$ cat src/rtl/flash_seq_pkg.sv
package flash_seq_pkg;

  typedef enum logic [2:0] {
    OP_IDENT   = 3'd0,
    OP_ERASE   = 3'd1,
    OP_LOCK    = 3'd2,
    OP_UNLOCK  = 3'd3,
    OP_PROGRAM = 3'd4,
    OP_STATUS  = 3'd5
  } op_e;

  typedef enum logic [3:0] {
    S_IDLE, S_CLR, S_CHKQ, S_CHKR, S_SETUP, S_IDV, S_ID2, S_IDD,
    S_CONF, S_PRDBK, S_COUNT, S_DATA, S_COMMIT, S_POLLQ, S_POLLR, S_ARRAY
  } seq_state_e;

  localparam logic [7:0] C_ARRAY   = 8'hFF;
  localparam logic [7:0] C_IDENT   = 8'h90;
  localparam logic [7:0] C_STAT    = 8'h70;
  localparam logic [7:0] C_CLEAR   = 8'h50;
  localparam logic [7:0] C_BUFWR   = 8'hE8;
  localparam logic [7:0] C_ERASE   = 8'h20;
  localparam logic [7:0] C_LOCKSET = 8'h60;
  localparam logic [7:0] C_CONFIRM = 8'hD0;
  localparam logic [7:0] C_LOCKCNF = 8'h01;

  localparam logic [31:0] BOTH_READY = 32'h0080_0080;
  localparam logic [31:0] ERR_BITS   = 32'h003A_003A;
  localparam int unsigned STRIDE     = 4;

  // copy one command byte into every lane of the 32-bit bus
  function automatic logic [31:0] lanes(input logic [7:0] b);
    return {4{b}};
  endfunction

  function automatic logic both_ready(input logic [31:0] s);
    return (s & BOTH_READY) == BOTH_READY;
  endfunction

  function automatic logic any_error(input logic [31:0] s);
    return (s & ERR_BITS) != 32'h0;
  endfunction

  // per-device word count minus one, in every lane
  function automatic logic [31:0] count_word(input logic [7:0] n);
    return lanes(n) - 32'h0101_0101;
  endfunction

endpackage

$ cat src/rtl/flash_poll_timer.sv
module flash_poll_timer #(
  parameter int TW = 16
) (
  input  logic          clk,
  input  logic          rst_n,
  input  logic          clear,
  input  logic          run,
  input  logic [TW-1:0] limit,
  output logic          expired
);
  localparam logic [TW-1:0] CNT_MAX = '1;

  logic [TW-1:0] cnt;

  always_ff @(posedge clk or negedge rst_n) begin
    if (!rst_n)                     cnt <= '0;
    else if (clear)                 cnt <= '0;
    else if (run && cnt != CNT_MAX) cnt <= cnt + 1'b1;
  end

  assign expired = (cnt >= limit);

  AST_TIMER_SATURATES: assert property (@(posedge clk) disable iff (!rst_n)
    (cnt == CNT_MAX && !clear) |=> (cnt == CNT_MAX));
  AST_TIMER_CLEARS: assert property (@(posedge clk) disable iff (!rst_n)
    clear |=> (cnt == '0));
endmodule

$ cat src/rtl/flash_word_index.sv
module flash_word_index #(
  parameter int NW = 6
) (
  input  logic          clk,
  input  logic          rst_n,
  input  logic          clear,
  input  logic          step,
  input  logic [NW-1:0] total,
  output logic [NW-1:0] idx,
  output logic          last
);
  always_ff @(posedge clk or negedge rst_n) begin
    if (!rst_n)     idx <= '0;
    else if (clear) idx <= '0;
    else if (step)  idx <= idx + 1'b1;
  end

  assign last = (idx == total - NW'(1));

  AST_INDEX_STEPS_ONE: assert property (@(posedge clk) disable iff (!rst_n)
    (step && !clear) |=> (idx == $past(idx) + NW'(1)));
endmodule

$ cat src/rtl/flash_cmd_seq.sv
module flash_cmd_seq
  import flash_seq_pkg::*;
#(
  parameter int AW = 24,
  parameter int LW = 8,
  parameter int TW = 16
) (
  input  logic          clk,
  input  logic          rst_n,
  input  logic          req_valid,
  input  logic [2:0]    req_op,
  input  logic [AW-1:0] req_addr,
  input  logic [LW-1:0] req_len,
  input  logic [TW-1:0] poll_limit,
  input  logic [31:0]   line_data,
  output logic          line_pop,
  output logic          busy,
  output logic          done,
  output logic [31:0]   res_status,
  output logic          res_timeout,
  output logic          res_error,
  output logic [31:0]   id_vendor,
  output logic [31:0]   id_device,
  output logic [AW-1:0] bus_addr,
  output logic [31:0]   bus_wdata,
  output logic          bus_we,
  output logic          bus_re,
  input  logic [31:0]   bus_rdata,
  input  logic          bus_ack
);
  localparam int NW = LW - 2;

  seq_state_e    st;
  op_e           op_q;
  logic [AW-1:0] base_q;
  logic [NW-1:0] nw_q;
  logic [TW-1:0] lim_q;

  // named internal events
  logic          accept, xfer_done, in_poll, poll_expired, word_last, rd_ready;
  logic [NW-1:0] word_idx;
  logic [7:0]    setup_cmd;

  assign accept    = req_valid && (st == S_IDLE);
  assign xfer_done = bus_ack && (bus_we || bus_re);
  assign in_poll   = (st == S_POLLQ) || (st == S_POLLR);
  assign rd_ready  = both_ready(bus_rdata);
  assign line_pop  = xfer_done && (st == S_DATA);
  assign busy      = (st != S_IDLE);

  flash_poll_timer #(.TW(TW)) u_timer (
    .clk(clk), .rst_n(rst_n), .clear(!in_poll), .run(in_poll),
    .limit(lim_q), .expired(poll_expired)
  );

  flash_word_index #(.NW(NW)) u_index (
    .clk(clk), .rst_n(rst_n), .clear(st == S_COUNT), .step(line_pop),
    .total(nw_q), .idx(word_idx), .last(word_last)
  );

  always_comb begin
    unique case (op_q)
      OP_IDENT:   setup_cmd = C_IDENT;
      OP_ERASE:   setup_cmd = C_ERASE;
      OP_PROGRAM: setup_cmd = C_BUFWR;
      default:    setup_cmd = C_LOCKSET;
    endcase
  end

  always_comb begin
    bus_we    = 1'b0;
    bus_re    = 1'b0;
    bus_wdata = '0;
    bus_addr  = base_q;
    unique case (st)
      S_CLR:            begin bus_we = 1'b1; bus_wdata = lanes(C_CLEAR); end
      S_CHKQ, S_POLLQ:  begin bus_we = 1'b1; bus_wdata = lanes(C_STAT);  end
      S_CHKR, S_PRDBK,
      S_IDV, S_POLLR:   bus_re = 1'b1;
      S_IDD:            begin bus_re = 1'b1; bus_addr = base_q + AW'(STRIDE); end
      S_ID2:            begin bus_we = 1'b1; bus_wdata = lanes(C_IDENT);
                              bus_addr = base_q + AW'(STRIDE); end
      S_SETUP:          begin bus_we = 1'b1; bus_wdata = lanes(setup_cmd); end
      S_CONF:           begin bus_we = 1'b1;
                              bus_wdata = lanes(op_q == OP_LOCK ? C_LOCKCNF : C_CONFIRM); end
      S_COUNT:          begin bus_we = 1'b1; bus_wdata = count_word(8'(nw_q)); end
      S_DATA:           begin bus_we = 1'b1; bus_wdata = line_data;
                              bus_addr = base_q + (AW'(word_idx) << 2); end
      S_COMMIT:         begin bus_we = 1'b1; bus_wdata = lanes(C_CONFIRM); end
      S_ARRAY:          begin bus_we = 1'b1; bus_wdata = lanes(C_ARRAY); end
      default:          ;
    endcase
  end

  always_ff @(posedge clk or negedge rst_n) begin
    if (!rst_n) begin
      st <= S_IDLE; op_q <= OP_STATUS; base_q <= '0; nw_q <= '0; lim_q <= '0;
      done <= 1'b0; res_status <= '0; res_timeout <= 1'b0; res_error <= 1'b0;
      id_vendor <= '0; id_device <= '0;
    end else begin
      done <= 1'b0;
      if (accept) begin
        base_q      <= req_addr;
        nw_q        <= req_len[LW-1:2];
        lim_q       <= poll_limit;
        res_status  <= '0;
        res_timeout <= 1'b0;
        res_error   <= 1'b0;
        unique case (req_op)
          3'd0:    begin op_q <= OP_IDENT;   st <= S_SETUP; end
          3'd1:    begin op_q <= OP_ERASE;   st <= S_CLR;   end
          3'd2:    begin op_q <= OP_LOCK;    st <= S_SETUP; end
          3'd3:    begin op_q <= OP_UNLOCK;  st <= S_SETUP; end
          3'd4:    begin op_q <= OP_PROGRAM; st <= S_SETUP; end
          default: begin op_q <= OP_STATUS;  st <= S_CLR;   end
        endcase
      end else if (xfer_done) begin
        unique case (st)
          S_CLR:   st <= S_CHKQ;
          S_CHKQ:  st <= S_CHKR;
          S_CHKR:
            if (!rd_ready) begin
              res_status <= bus_rdata; res_error <= any_error(bus_rdata); st <= S_ARRAY;
            end else if (op_q == OP_ERASE) st <= S_SETUP;
            else st <= S_ARRAY;
          S_SETUP:
            if (op_q == OP_IDENT)        st <= S_IDV;
            else if (op_q == OP_PROGRAM) st <= S_PRDBK;
            else                         st <= S_CONF;
          S_IDV:   begin id_vendor <= bus_rdata; st <= S_ID2; end
          S_ID2:   st <= S_IDD;
          S_IDD:   begin id_device <= bus_rdata; st <= S_ARRAY; end
          S_CONF:  st <= S_POLLQ;
          S_PRDBK:
            if (!rd_ready) begin
              res_status <= bus_rdata; res_error <= any_error(bus_rdata); st <= S_ARRAY;
            end else st <= S_COUNT;
          S_COUNT: st <= (nw_q == '0) ? S_COMMIT : S_DATA;
          S_DATA:  if (word_last) st <= S_COMMIT;
          S_COMMIT: st <= S_POLLQ;
          S_POLLQ: st <= S_POLLR;
          S_POLLR:
            if (rd_ready) begin
              res_status <= (bus_rdata == BOTH_READY) ? 32'h0 : bus_rdata;
              res_error  <= any_error(bus_rdata);
              st <= S_ARRAY;
            end else if (poll_expired) begin
              res_status <= '1; res_timeout <= 1'b1; res_error <= 1'b1; st <= S_ARRAY;
            end else st <= S_POLLQ;
          S_ARRAY: begin done <= 1'b1; st <= S_IDLE; end
          default: st <= S_IDLE;
        endcase
      end
    end
  end

  AST_ONE_STROBE: assert property (@(posedge clk) disable iff (!rst_n)
    !(bus_we && bus_re));
  AST_HOLD_CYCLE: assert property (@(posedge clk) disable iff (!rst_n)
    ((bus_we || bus_re) && !bus_ack) |=> ($stable(bus_addr) && $stable(bus_wdata)
      && $stable(bus_we) && $stable(bus_re)));
  AST_ENDS_IN_ARRAY: assert property (@(posedge clk) disable iff (!rst_n)
    done |-> $past(bus_we && bus_ack && bus_wdata == 32'hFFFF_FFFF));
  AST_TIMEOUT_ONES: assert property (@(posedge clk) disable iff (!rst_n)
    (done && res_timeout) |-> (res_status == 32'hFFFF_FFFF && res_error));
  AST_ERROR_FLAG: assert property (@(posedge clk) disable iff (!rst_n)
    (done && any_error(res_status)) |-> res_error);
  AST_IDLE_QUIET: assert property (@(posedge clk) disable iff (!rst_n)
    !busy |-> (!bus_we && !bus_re && !line_pop));
  AST_DONE_IDLE: assert property (@(posedge clk) disable iff (!rst_n)
    done |-> !busy);
  AST_POP_ON_WRITE: assert property (@(posedge clk) disable iff (!rst_n)
    line_pop |-> (bus_we && bus_ack));
endmodule

$ cat config.mk
export PLATFORM = sky130hd
export DESIGN_NAME = flash_cmd_seq
export DESIGN_NICKNAME = d
export VERILOG_FILES = /design/src/rtl/flash_seq_pkg.sv /design/src/rtl/flash_poll_timer.sv /design/src/rtl/flash_word_index.sv /design/src/rtl/flash_cmd_seq.sv
export SDC_FILE = /design/constraint.sdc
export NUM_CORES = 1
export LEC_CHECK = 0
export BUFFER_PORTS_ARGS = -buffer_cell sky130_fd_sc_hd__clkbuf_2
export CAP_MARGIN = 20
export CORE_UTILIZATION = 33
export DETAILED_ROUTE_END_ITERATION = 6
export SYNTH_ARGS = -nofsm -noshare
export SYNTH_HDL_FRONTEND = slang
export SYNTH_SLANG_ARGS = --single-unit
$ cat constraint.sdc
create_clock -name clk -period 4.31 [get_ports clk]
set_clock_uncertainty 0.1 [all_clocks]
set_input_delay 0.862 -clock clk [delete_from_list [all_inputs] [get_ports clk]]
set_output_delay 0.862 -clock clk [all_outputs]
set_load 0.01 [all_outputs]
* After elaboration in Yosys (flattened, before gate mapping)
Cells that the tools add are included.
** Operators by class
- Add/subtract/negate cells :: 6
- Order comparisons :: 1
- Equality and inequality tests :: 31
- Muxes and demuxes :: 44
- Bitwise logic cells :: 1
- Reductions and logical operators :: 29
** Operators with widths (number)
- 32-bit case mux with 9 select lines :: 1
- 32-bit two-way mux :: 6
- 32-bit case mux with 2 select lines :: 1
- 4-bit case mux with 13 select lines :: 1
- 24-bit case mux with 2 select lines :: 1
- 32-bit by 24-bit == test with 1-bit output, second input constant :: 1
- 4-bit == test, second input constant :: 8
- 16-bit two-way mux :: 2
- 32-bit nonzero test :: 1
- 30-bit by 25-bit subtractor with 31-bit output, second input constant :: 1
- 24-bit by 3-bit adder with 24-bit output, second input constant :: 1
- 24-bit by 8-bit adder with 24-bit output :: 1
- 4-bit two-way mux :: 6
- 8-bit case mux with 3 select lines :: 1
- 16-bit by 1-bit adder with 16-bit output, second input constant :: 1
- 4-bit by 3-bit == test with 1-bit output, second input constant :: 4
- 16-bit greater-or-equal comparator :: 1
- 16-bit inequality test, second input constant :: 1
- 1-bit two-way mux :: 15
- 3-bit case mux with 5 select lines :: 1
- 6-bit two-way mux :: 2
- 10-bit OR reduction :: 1
- 3-bit by 2-bit == test with 1-bit output, second input constant :: 3
- 3-bit two-way mux :: 3
- other kinds (30) :: 48
** Storage, ports and cells
- Register bits :: 174
- Input port bits :: 119
- Output and inout bits :: 159

* Depth between registers and ports, before layout
Gate-level depths: netlist of the first run.
- Word-level depth :: 8
- Gate-level depth with buffers :: 14

* Cells and area by module
From an unflattened synthesis of the first run, not the netlist that was laid out.
** Second synthesis, totals
- Cells, all modules :: 958
- Area total of the unflattened synthesis :: 9344.0 µm²
** By module, submodules not included
- flash_cmd_seq :: times used 1, cells an instance 759, area an instance 7596.0 µm², seq. area each 3806.2 µm²
- flash_poll_timer :: times used 1, cells an instance 152, area an instance 1318.8 µm², seq. area each 400.4 µm²
- flash_word_index :: times used 1, cells an instance 47, area an instance 429.2 µm², seq. area each 150.1 µm²

* Worst setup path after synthesis of the first run
OpenSTA, ideal clock, no wires.
- Path type :: register -> output
- From :: register st[2]
- To :: output bus_addr[18]
- Arrival :: 3.053 ns
- Setup slack :: 0.295 ns
- Cell stages (with the launch flop) :: 15
- Cell sequence :: dfrtp_1 buf_4 buf_2 nand2b_1 nor2_1 buf_2 clkbuf_1 and2_1 fa_1 a21o_1 a21oi_1 o21bai_1 a21oi_1 nor3_1 xor2_1
** On the way
- Word-level cells in the longest chain between the ends :: 3
- Elaborated cells between the ends (all ways) :: 5
** Ends and longest elaborated chain
- start: declaration :: line flash_cmd_seq.sv:33 : seq_state_e st;
- start signal: assignment :: line flash_cmd_seq.sv:138 : S_COUNT: st <= (nw_q == '0) ? S_COMMIT : S_DATA;
- 4-bit by 3-bit == test with 1-bit output :: line flash_cmd_seq.sv:75 : unique case (st)
- 2-bit OR reduction (no line)
- 24-bit case mux with 2 select lines * :: line flash_cmd_seq.sv:75
- end: declaration :: line flash_cmd_seq.sv:24 : output logic [AW-1:0] bus_addr,
Every way passes the cells marked *; elsewhere a longest branch is shown, timed or not.

* Worst setup path in the final report of the first run
- From :: register st[2]
- To :: output bus_addr[16]
The elaborated chain is that of the path after synthesis.

==> results of run 1 <==
[routing by layer]
metal  track usage  routed length, um  share of wire  up-vias
met2         0.311              13300           0.50      209
met3        0.0298                869          0.033       32
met4        0.0662                619          0.023        0
li1              -                  -              -     3759
met5             0                  0              0        -
met1         0.239              11800           0.44     3823
[cell type report]
cell class / count / area share
inverters: 33 / 0.0106
diodes: 2 / 0.000429
clock inverters: 15 / 0.0157
flip-flops and latches: 174 / 0.373
repair buffers: 292 / 0.130
multi-input cells: 671 / 0.392
well taps: 378 / 0.0405
clock buffers: 17 / 0.0365
[state kept, by name, indices dropped and copies added, names as in the netlist]
| name | cells |
|---|---|
| id_vendor | 32 |
| res_status | 32 |
| u_index.idx | 6 |
| base_q | 24 |
| res_error | 1 |
| op_q | 3 |
| st | 4 |
| nw_q | 6 |
| u_timer.cnt | 16 |
| done | 1 |
| res_timeout | 1 |
| lim_q | 16 |
| id_device | 32 |
[worst register-to-register path, stage by stage, from the launching register on]
cell	delay (ns)
dfrtp_1	0.45
ha_1	0.32
nand4_1	0.17
nor3_1	0.26
o211ai_1	0.16
o211ai_1	0.29
a41o_2	0.92
mux2i_1	0.29
[cells by family after synthesis]
family,after synthesis,share of synthesized area
simple gates,352,0.175
flops,174,0.469
compound gates,166,0.138
buf+inv,89,0.0437
mux,75,0.0896
xor+xnor,51,0.0480
fa+ha+maj,27,0.0371
[final timing paths]
kind                       depth (start not counted)       startpoint             to
max                                               12            st[2]   bus_addr[16]
max reg2reg                                        7  u_timer.cnt[10]  res_status[7]
min reg2reg                                        2        base_q[0]      base_q[0]
max in group asynchronous                          2            rst_n        op_q[2]
min                                                1            rst_n   id_device[2]
min in group clk                                   2        base_q[0]      base_q[0]
[layout by cell type (no fill, tap or decap), types with 15 or more instances in the layout]
master,n
a21o_1,19
a21oi_1,16
a2bb2oi_2,19
buf_4,15
clkbuf_16,17
clkbuf_2,274
dfrtp_1,172
ha_1,26
inv_1,32
mux2_1,18
mux2_2,48
nand2_1,184
nand3_1,17
nor2_1,56
nor4_1,15
o21ai_0,45
xnor2_1,24
xor2_1,27
[metrics by stage]
| step | hold slack (ns) | utilization | cell area [um2] | power [mW] |
|---|---|---|---|---|
| after floorplan | 0.347 | - | 9300 | 5.38 |
| after CTS | 0.374 | 0.419 | 11700 | 8.54 |
| after detailed placement | 0.371 | 0.397 | 11000 | 6.94 |
| after global routing | 0.397 | 0.420 | 11700 | 9.07 |
| final | 0.361 | 0.420 | 11700 | 8.45 |
| after global placement | 0.363 | 0.397 | 11000 | 6.85 |
[power breakdown]
| group | total (mW) | switching, mW | leakage [nW] | internal, mW |
|---|---|---|---|---|
| Sequential | 2.81 | 0.478 | 2.15 | 2.34 |
| Combinational | 4.07 | 2.29 | 3.41 | 1.78 |
| Clock | 1.57 | 0.772 | 0.297 | 0.794 |
==> flow_summary.ini, run 1 <==
[finish]
multi_input_area_um2 = 4580
area_growth_pct = 25.4
fillCellCount = 2773
drive_gt1_frac = 0.348
fin_nets = 1335
final-instance-count-excl-fill = 1582
seqCellArea_um2 = 4360

[timing]
slew_headroom = 0.392
min_period_ns = 4.13
rsz0062_at_grt = no
final.period_utilization = 0.958
fin_tns_setup_ns = 0
clock.fmax_ghz = 0.242
setup_viol = 0
fin_ws_ns = 0.182
slew_violations = 0
hold_viol = 0
worst_pin_slew_ns = 0.912

[place]
place_inst = 1548
pre_cts_slack_ns = 0.430
io_buffers = 275
place_congestion = 0.872
dp_hpwl_um = 19500

[route]
vias_per_cell = 4.95
drt.antenna.violating_nets = 0
drc = 4
first_iter_violations = 374
via_count = 7823
wl_per_cell_um = 16.8
finalWirelength_um = 26500
dr.pass1.iters = 7

[logic_synthesis]
avgSynthCellArea_um2 = 9.96
yosysTopAreaCell = dfrtp_1
yosysMostFrequentCell = nand2_1
synth_edf_count = 0
ys.flop_type = dfrtp_1
ys_types = 73
syn_area_um2 = 9300
synthArstFlopShare = 1.00
netlist_top_cells_area = dfrtp_1 46%, nand2_1 7.4%, mux2_2 5.8%
yosys-top-cells-count = 184 x nand2_1, 172 x dfrtp_1, 58 x nor2_1
synth.top_cell.area_share = 0.463
syn_inst = 934
synthesis.nets = 1080
yosysSeqAreaShare = 0.469
synth-seq-cells = 174
yosysWarnings = 0

[clocking]
cts_root_buf = clkbuf_16
cts_tree = yes
cts.clk_slew.worst_paths_ns = 0.08
postCtsSetupRepairBufs = 0
cts_buffers = 17
numClockSinks = 174
cts-resized-gates = 1
clk_path_buf_depth = 2
cts_max_level = 4
worstSkewPairLatency_ns = 0.43
cts-hold-fix-buffers = 0

[run_status]
status = finished, violations left
violations = DRC

[worst_setup_path]
crit_type = register to primary output
r2r_setup_slack_ns = 1.27
path_max_fanout = 8
cp_top_family = adder cells
startpoint_type = register
worstPathRequired_ns = 3.35
critPathCaptureType = primary output
path_cells = nand2b_4 > or3_1 > ha_1 > fa_1 > a21o_1 > a21oi_2 > o21bai_1 > a21oi_1 > buf_4 > nor4_1 > xor2_1 > clkbuf_2
max_stage_delay_ns = 0.40
cp_num_buf_inv = 2
crit_slowest_cell = fa_1
worstPathArrival_ns = 3.17

[floorplan]
num_io_pins = 278
core_area_um2 = 27800
fp-row-count = 61
die_w_um = 170
initial_core_util = 0.335
dieArea_um2 = 28900
fp.dieH_um = 170

[power]
p_leak_nw = 5.86
peakVddDrop_mv = 0.231
cellPowerDensity_nw_per_um2 = 725

[global_routing]
grt_start_max_net_pins = 74
track_usage = 0.185
overflow = 0
grt_pass1_wl_um = 41400
antenna_found_initial = 2
first_global_vias = 7522

[flow_run]
maxCapViolations = 0

[hold_path]
hold_class = primary input to asynchronous set/reset pin
Power figures use the tool's default switching activity.
==> run 2: changes to the inputs <==
--- a/config.mk
+++ b/config.mk
@@ -11,4 +11,5 @@
 export DETAILED_ROUTE_END_ITERATION = 6
 export SYNTH_ARGS = -nofsm -noshare
 export SYNTH_HDL_FRONTEND = slang
+export SYNTH_HIERARCHICAL = 1
 export SYNTH_SLANG_ARGS = --single-unit
==> run 2 against run 1 <==
Effect of this change:
- the flow now finishes without violations
- count of clock-buffer cells in the layout did not move
- maximum frequency is 0.36% higher
- non-clock buffer count fell by 3
- die area up 0.48%
- sequential cell count did not move
- area after synthesis rose by 0.48%
- combinational power shrank 5.9%
- worst hold slack better by 0.019 ns
- first-iteration DRC count up 41%
- largest power group unchanged
- utilization up 0.22 points
- synthesized cell count increased by 2.6%
- via count is 3.6% higher
==> flow_summary.ini, run 2 <==
[logic_synthesis]
avgSynthCellArea_um2 = 9.75
yosysWarnings = 6
yosysSeqAreaShare = 0.466
synth-seq-cells = 174
synthesis.nets = 1106
synth.top_cell.area_share = 0.461
netlist_top_cells_area = dfrtp_1 46%, mux2_2 8.3%, nand2_1 8.0%
ys_types = 72
synth_edf_count = 0
yosysMostFrequentCell = nand2_1
syn_area_um2 = 9340
synthArstFlopShare = 1.00
syn_inst = 958
yosys-top-cells-count = 199 x nand2_1, 172 x dfrtp_1, 69 x mux2_2
yosysTopAreaCell = dfrtp_1
ys.flop_type = dfrtp_1

[power]
swShare = 0.415
power_switching_mw = 3.44
power_mw = 8.28
internal_power_mw = 4.84
pwr-share-comb = 0.463
peakVddDrop_mv = 0.312
pwr-share-seq = 0.346
p_leak_nw = 5.91
pwr-share-clk = 0.192
cellPowerDensity_nw_per_um2 = 706

[worst_setup_path]
cp-startpoint = st[2]
path_max_fanout = 10
r2r-start = u_timer/cnt[0]
reg2reg_to = res_status[0]
rr_worst_depth = 11
r2r_setup_slack_ns = 1.15
critPathCaptureType = primary output
crit_type = register to primary output
worstPathArrival_ns = 3.15
startpoint_type = register
worstPathRequired_ns = 3.35
setup.worst_path.end = bus_addr[18]

[floorplan]
core_area_um2 = 27800
die_w_um = 170
initial_core_util = 0.336
fp.dieH_um = 170
fp-row-count = 61
num_io_pins = 278
dieArea_um2 = 29000

[global_routing]
overflow = 0
first_global_vias = 7768
track_usage = 0.189
antenna_found_initial = 2
grt_pass1_wl_um = 42500
grt_start_max_net_pins = 175

[timing]
min_period_ns = 4.11
final.period_utilization = 0.954
hold_viol = 0
fin_tns_setup_ns = 0
worst_pin_slew_ns = 1.09
setup_viol = 0
slew_headroom = 0.274
clock.fmax_ghz = 0.243
slew_violations = 0
rsz0062_at_grt = no

[finish]
layout_common_cells = 274 x clkbuf_2, 198 x nand2_1, 172 x dfrtp_1
area_growth_pct = 25.5
stdcell_area_um2 = 11700
fin_nets = 1359
drive_gt1_frac = 0.337
final_common_cell = clkbuf_2
fillCellCount = 2831
final-instance-count-excl-fill = 1603
top_regs = id_device (32), id_vendor (32), res_status (32)

[clocking]
cts_root_buf = clkbuf_16
cts_tree = yes
cts_buffers = 17
numClockSinks = 174
clk_path_buf_depth = 2
cts.clk_slew.worst_paths_ns = 0.07
cts_max_level = 4
cts-hold-fix-buffers = 0
postCtsSetupRepairBufs = 0
worstSkewPairLatency_ns = 0.42

[route]
via_count = 8108
first_iter_violations = 528
dr.pass1.iters = 4
vias_per_cell = 5.06
drc = 0
finalWirelength_um = 27100
wl_per_cell_um = 16.9
drt.antenna.violating_nets = 0

[flow_run]
maxCapViolations = 0

[place]
place_area_um2 = 11100
dp_hpwl_um = 19100
place_inst = 1569
io_buffers = 275
place_congestion = 0.830

[hold_path]
hold_class = register to register

[run_status]
status = completed
-- run 2: cell count changes in the layout (fill, tap and decap cells not counted), sizes merged, moves of 6 or more --
cell,previous run,this run
nor2b,1,8
o21ai,50,28
nor2,58,52
or3,1,11
a2bb2oi,31,0
xnor2,24,12
inv,41,35
a221o,2,27
a21oi,18,31
or4,0,6
nand2,186,199
-- run 2: per-layer routing --
layer,share of wire,vias to the layer above,global-route usage
met5,0.00048,-,0
met3,0.077,22,0.0484
met2,0.46,264,0.306
li1,-,3902,-
met4,0.014,2,0.0552
met1,0.45,3918,0.248
-- run 2: logic make-up (layout without fill, tap and decap cells) --
| kind of cell | after synthesis | count (layout) | synth area share |
|---|---|---|---|
| AO/OA/AOI/OAI | 159 | 159 | 0.124 |
| XOR/XNOR | 40 | 40 | 0.0375 |
| adder cells (fa/ha/maj) | 29 | 29 | 0.0396 |
| buffers and inverters | 84 | 350 | 0.0376 |
| flip-flops | 174 | 174 | 0.466 |
| multiplexers | 74 | 74 | 0.0885 |
| other | 0 | 1 | 0 |
| AND/OR/NAND/NOR | 398 | 398 | 0.206 |
-- run 2: cell type report --
type,count,area [um2],share of cell area
clock inverter,15,184,0.0157
antenna,1,2.50,0.000213
clock buffer,17,425,0.0363
tap,378,473,0.0403
timing repair buffer,289,1520,0.130
sequential,174,4360,0.372
inverter,29,109,0.00928
multi-input combinational,700,4660,0.397
-- run 2: stage by stage --
step	hold WS (ns)	utilization	setup WS, ns
global placement	0.362	0.399	0.566
detailed placement	0.363	0.399	0.559
floorplan	0.346	-	0.362
CTS	0.382	0.421	0.0702
finish	0.380	0.422	0.196
global route	0.409	0.422	0.0473
-- run 2: how the worst min path moves through the flow --
stage	cells after the start	endpoint	start	slack [ns]
2_1_floorplan	2	lim_q[10]	lim_q[10]	0.35
5_1_grt	2	lim_q[7]	lim_q[7]	0.41
6_report	2	lim_q[4]	lim_q[4]	0.38
3_3_place_gp	2	lim_q[4]	lim_q[4]	0.36
4_1_cts	2	lim_q[4]	lim_q[4]	0.38
3_5_place_dp	2	lim_q[4]	lim_q[4]	0.36
-- run 2: power by group through the flow --
stage | clock network (mW) | registers [mW] | logic (mW)
finish | 1.59 | 2.86 | 3.83
global route | 1.71 | 2.97 | 4.27
CTS | 1.63 | 2.86 | 3.86
detailed placement | 0 | 2.87 | 3.85
global placement | 0 | 2.86 | 3.81
floorplan | 0 | 2.94 | 2.31
-- run 2: repair_timing --
item | in CTS | in global routing
gates resized for setup | 0 | 1
endpoints found under the setup margin | 0 | 2
endpoints found under the hold margin | 0 | 0
-- run 2: critical path, stage by stage, from the launching register on --
cell	delay (ns)
dfrtp_1	0.37
and4b_2	0.40
nand2b_1	0.09
ha_1	0.22
fa_1	0.41
a21o_1	0.21
a221oi_1	0.28
buf_4	0.22
and4bb_2	0.24
xor2_1	0.14
clkbuf_2	0.15
==> run 3: changes to the inputs <==
--- a/config.mk
+++ b/config.mk
@@ -9,7 +9,9 @@
 export CAP_MARGIN = 20
 export CORE_UTILIZATION = 33
 export DETAILED_ROUTE_END_ITERATION = 6
+export SETUP_SLACK_MARGIN = 0.3
 export SYNTH_ARGS = -nofsm -noshare
 export SYNTH_HDL_FRONTEND = slang
 export SYNTH_HIERARCHICAL = 1
 export SYNTH_SLANG_ARGS = --single-unit
+export TNS_END_PERCENT = 100
==> run 3 against run 2 <==
Effect of this change:
- sequential cell count did not move
- sequential share of layout area shrank 0.29 points
- highest routed layer unchanged
- critical endpoint unchanged
- first-iteration DRC count down 2.7%
==> flow_summary.ini, run 3 (synthesis results as in run 2) <==
[run_status]
status = completed

[finish]
area_growth_pct = 26.5
stdcell_area_um2 = 11800
top_regs = id_device (32), id_vendor (32), res_status (32)
final_common_cell = clkbuf_2
utilization = 0.425
drive_gt1_frac = 0.348
layout_common_cells = 274 x clkbuf_2, 198 x nand2_1, 172 x dfrtp_1
fin_nets = 1363

[worst_setup_path]
cp_top_family = simple AND/OR/NAND/NOR gates
worstPathArrival_ns = 2.91
max_stage_delay_ns = 0.37
startpoint_type = register
cp_num_buf_inv = 2
crit_slowest_cell = dfrtp_1
worstPathRequired_ns = 3.35
path_max_fanout = 6
critPathCaptureType = primary output
crit_type = register to primary output
path_cells = and4b_4 > nand2b_1 > ha_2 > fa_2 > a21o_1 > a221oi_2 > buf_4 > and4bb_2 > xor2_1 > clkbuf_2

[timing]
clock.fmax_ghz = 0.258
worst_hold_slack_ns = 0.380
rsz0062_at_grt = yes
fin_tns_setup_ns = 0
final.period_utilization = 0.899
setup_viol = 0
slew_violations = 0
min_period_ns = 3.88
hold_viol = 0
worst_pin_slew_ns = 1.09
slew_headroom = 0.272

[clocking]
cts_buffers = 17
cts_tree = yes
cts_root_buf = clkbuf_16
cts.clk_slew.worst_paths_ns = 0.07
numClockSinks = 174
cts-hold-fix-buffers = 0
clk_path_buf_depth = 2
worstSkewPairLatency_ns = 0.43
cts_max_level = 4

[global_routing]
first_global_vias = 7790
grt_pass1_wl_um = 42600
track_usage = 0.189
antenna_found_initial = 2
overflow = 0
grt_start_max_net_pins = 175

[route]
wl_per_cell_um = 17.0
vias_per_cell = 5.09
wl_met3_um = 1980
dr.pass1.iters = 5
wl_met2_um = 12700
finalWirelength_um = 27300
met1_length_um = 12300
drt.antenna.violating_nets = 0
drc = 0
first_iter_violations = 514
highest_layer = met5
via_count = 8178

[floorplan]
num_io_pins = 278
dieArea_um2 = 29000
fp.dieH_um = 170
initial_core_util = 0.336
die_w_um = 170
core_area_um2 = 27800
fp-row-count = 61

[place]
place_area_um2 = 11100
place_congestion = 0.830
io_buffers = 275
dp_hpwl_um = 19100

[power]
internal_power_mw = 4.86
swShare = 0.416
peakVddDrop_mv = 0.313
pwr-share-comb = 0.464
power_mw = 8.32
pwr-share-seq = 0.345
p_leak_nw = 5.93
pwr-share-clk = 0.191
power_switching_mw = 3.46
cellPowerDensity_nw_per_um2 = 704

[hold_path]
hold_class = register to register

[flow_run]
maxCapViolations = 0
## run 3: changes by cell type in the layout (fill, tap and decap cells not counted), sizes merged
cell	change
clkinvlp	+1
clkinv	-1
buf	+4
## run 3: metrics by stage
stage	worst slack, ns	std cells
6_report	0.435	1607
5_1_grt	0.267	1607
4_1_cts	0.312	1604
3_5_place_dp	0.559	1569
3_3_place_gp	0.566	1569
2_1_floorplan	0.362	958
## run 3: layer usage
metal / vias to the layer above / GRT usage
li1: 3914 / -
met1: 3967 / 0.248
met2: 275 / 0.307
met3: 20 / 0.0484
met4: 2 / 0.0552
met5: - / 0
## run 3: final timing paths
path	cells past startpoint	slack (ns)	start	end
max	10	0.43	st[2]	bus_addr[18]
min	2	0.38	lim_q[4]	lim_q[4]
max reg2reg	11	1.14	u_timer/cnt[0]	res_status[24]
min reg2reg	2	0.38	lim_q[4]	lim_q[4]
max in group asynchronous	2	2.81	rst_n	lim_q[0]
min in group asynchronous	2	0.42	rst_n	nw_q[4]
## run 3: repair_timing
item / in CTS / in global routing
resized for setup: 3 / 11
endpoints found under the setup margin: 8 / 18
setup buffers: 3 / 1
pin swaps: 0 / 3
## run 3: area by class of cell
type,count,area [um2]
Clock buffer,17,425
Antenna cell,1,2.50
Sequential cell,174,4360
Tap cell,378,473
Clock inverter,15,184
Inverter,29,113
Multi-Input combinational cell,700,4710
Fill cell,2819,16000
Timing Repair Buffer,293,1550
## run 3: tightest hold or removal path, delay by kind of cell, from the launching register on
| family | cells | cell delay (ns) |
|---|---|---|
| DFF | 1 | 0.35 |
| and+or+nand+nor | 2 | 0.10 |
## run 3: power by group through the flow
stage	Combinational, mW	Sequential [mW]	Clock (mW)
floorplan	2.31	2.94	0
global placement	3.81	2.86	0
detailed placement	3.85	2.87	0
CTS	3.87	2.86	1.63
global route	4.29	2.97	1.71
finish	3.86	2.87	1.59
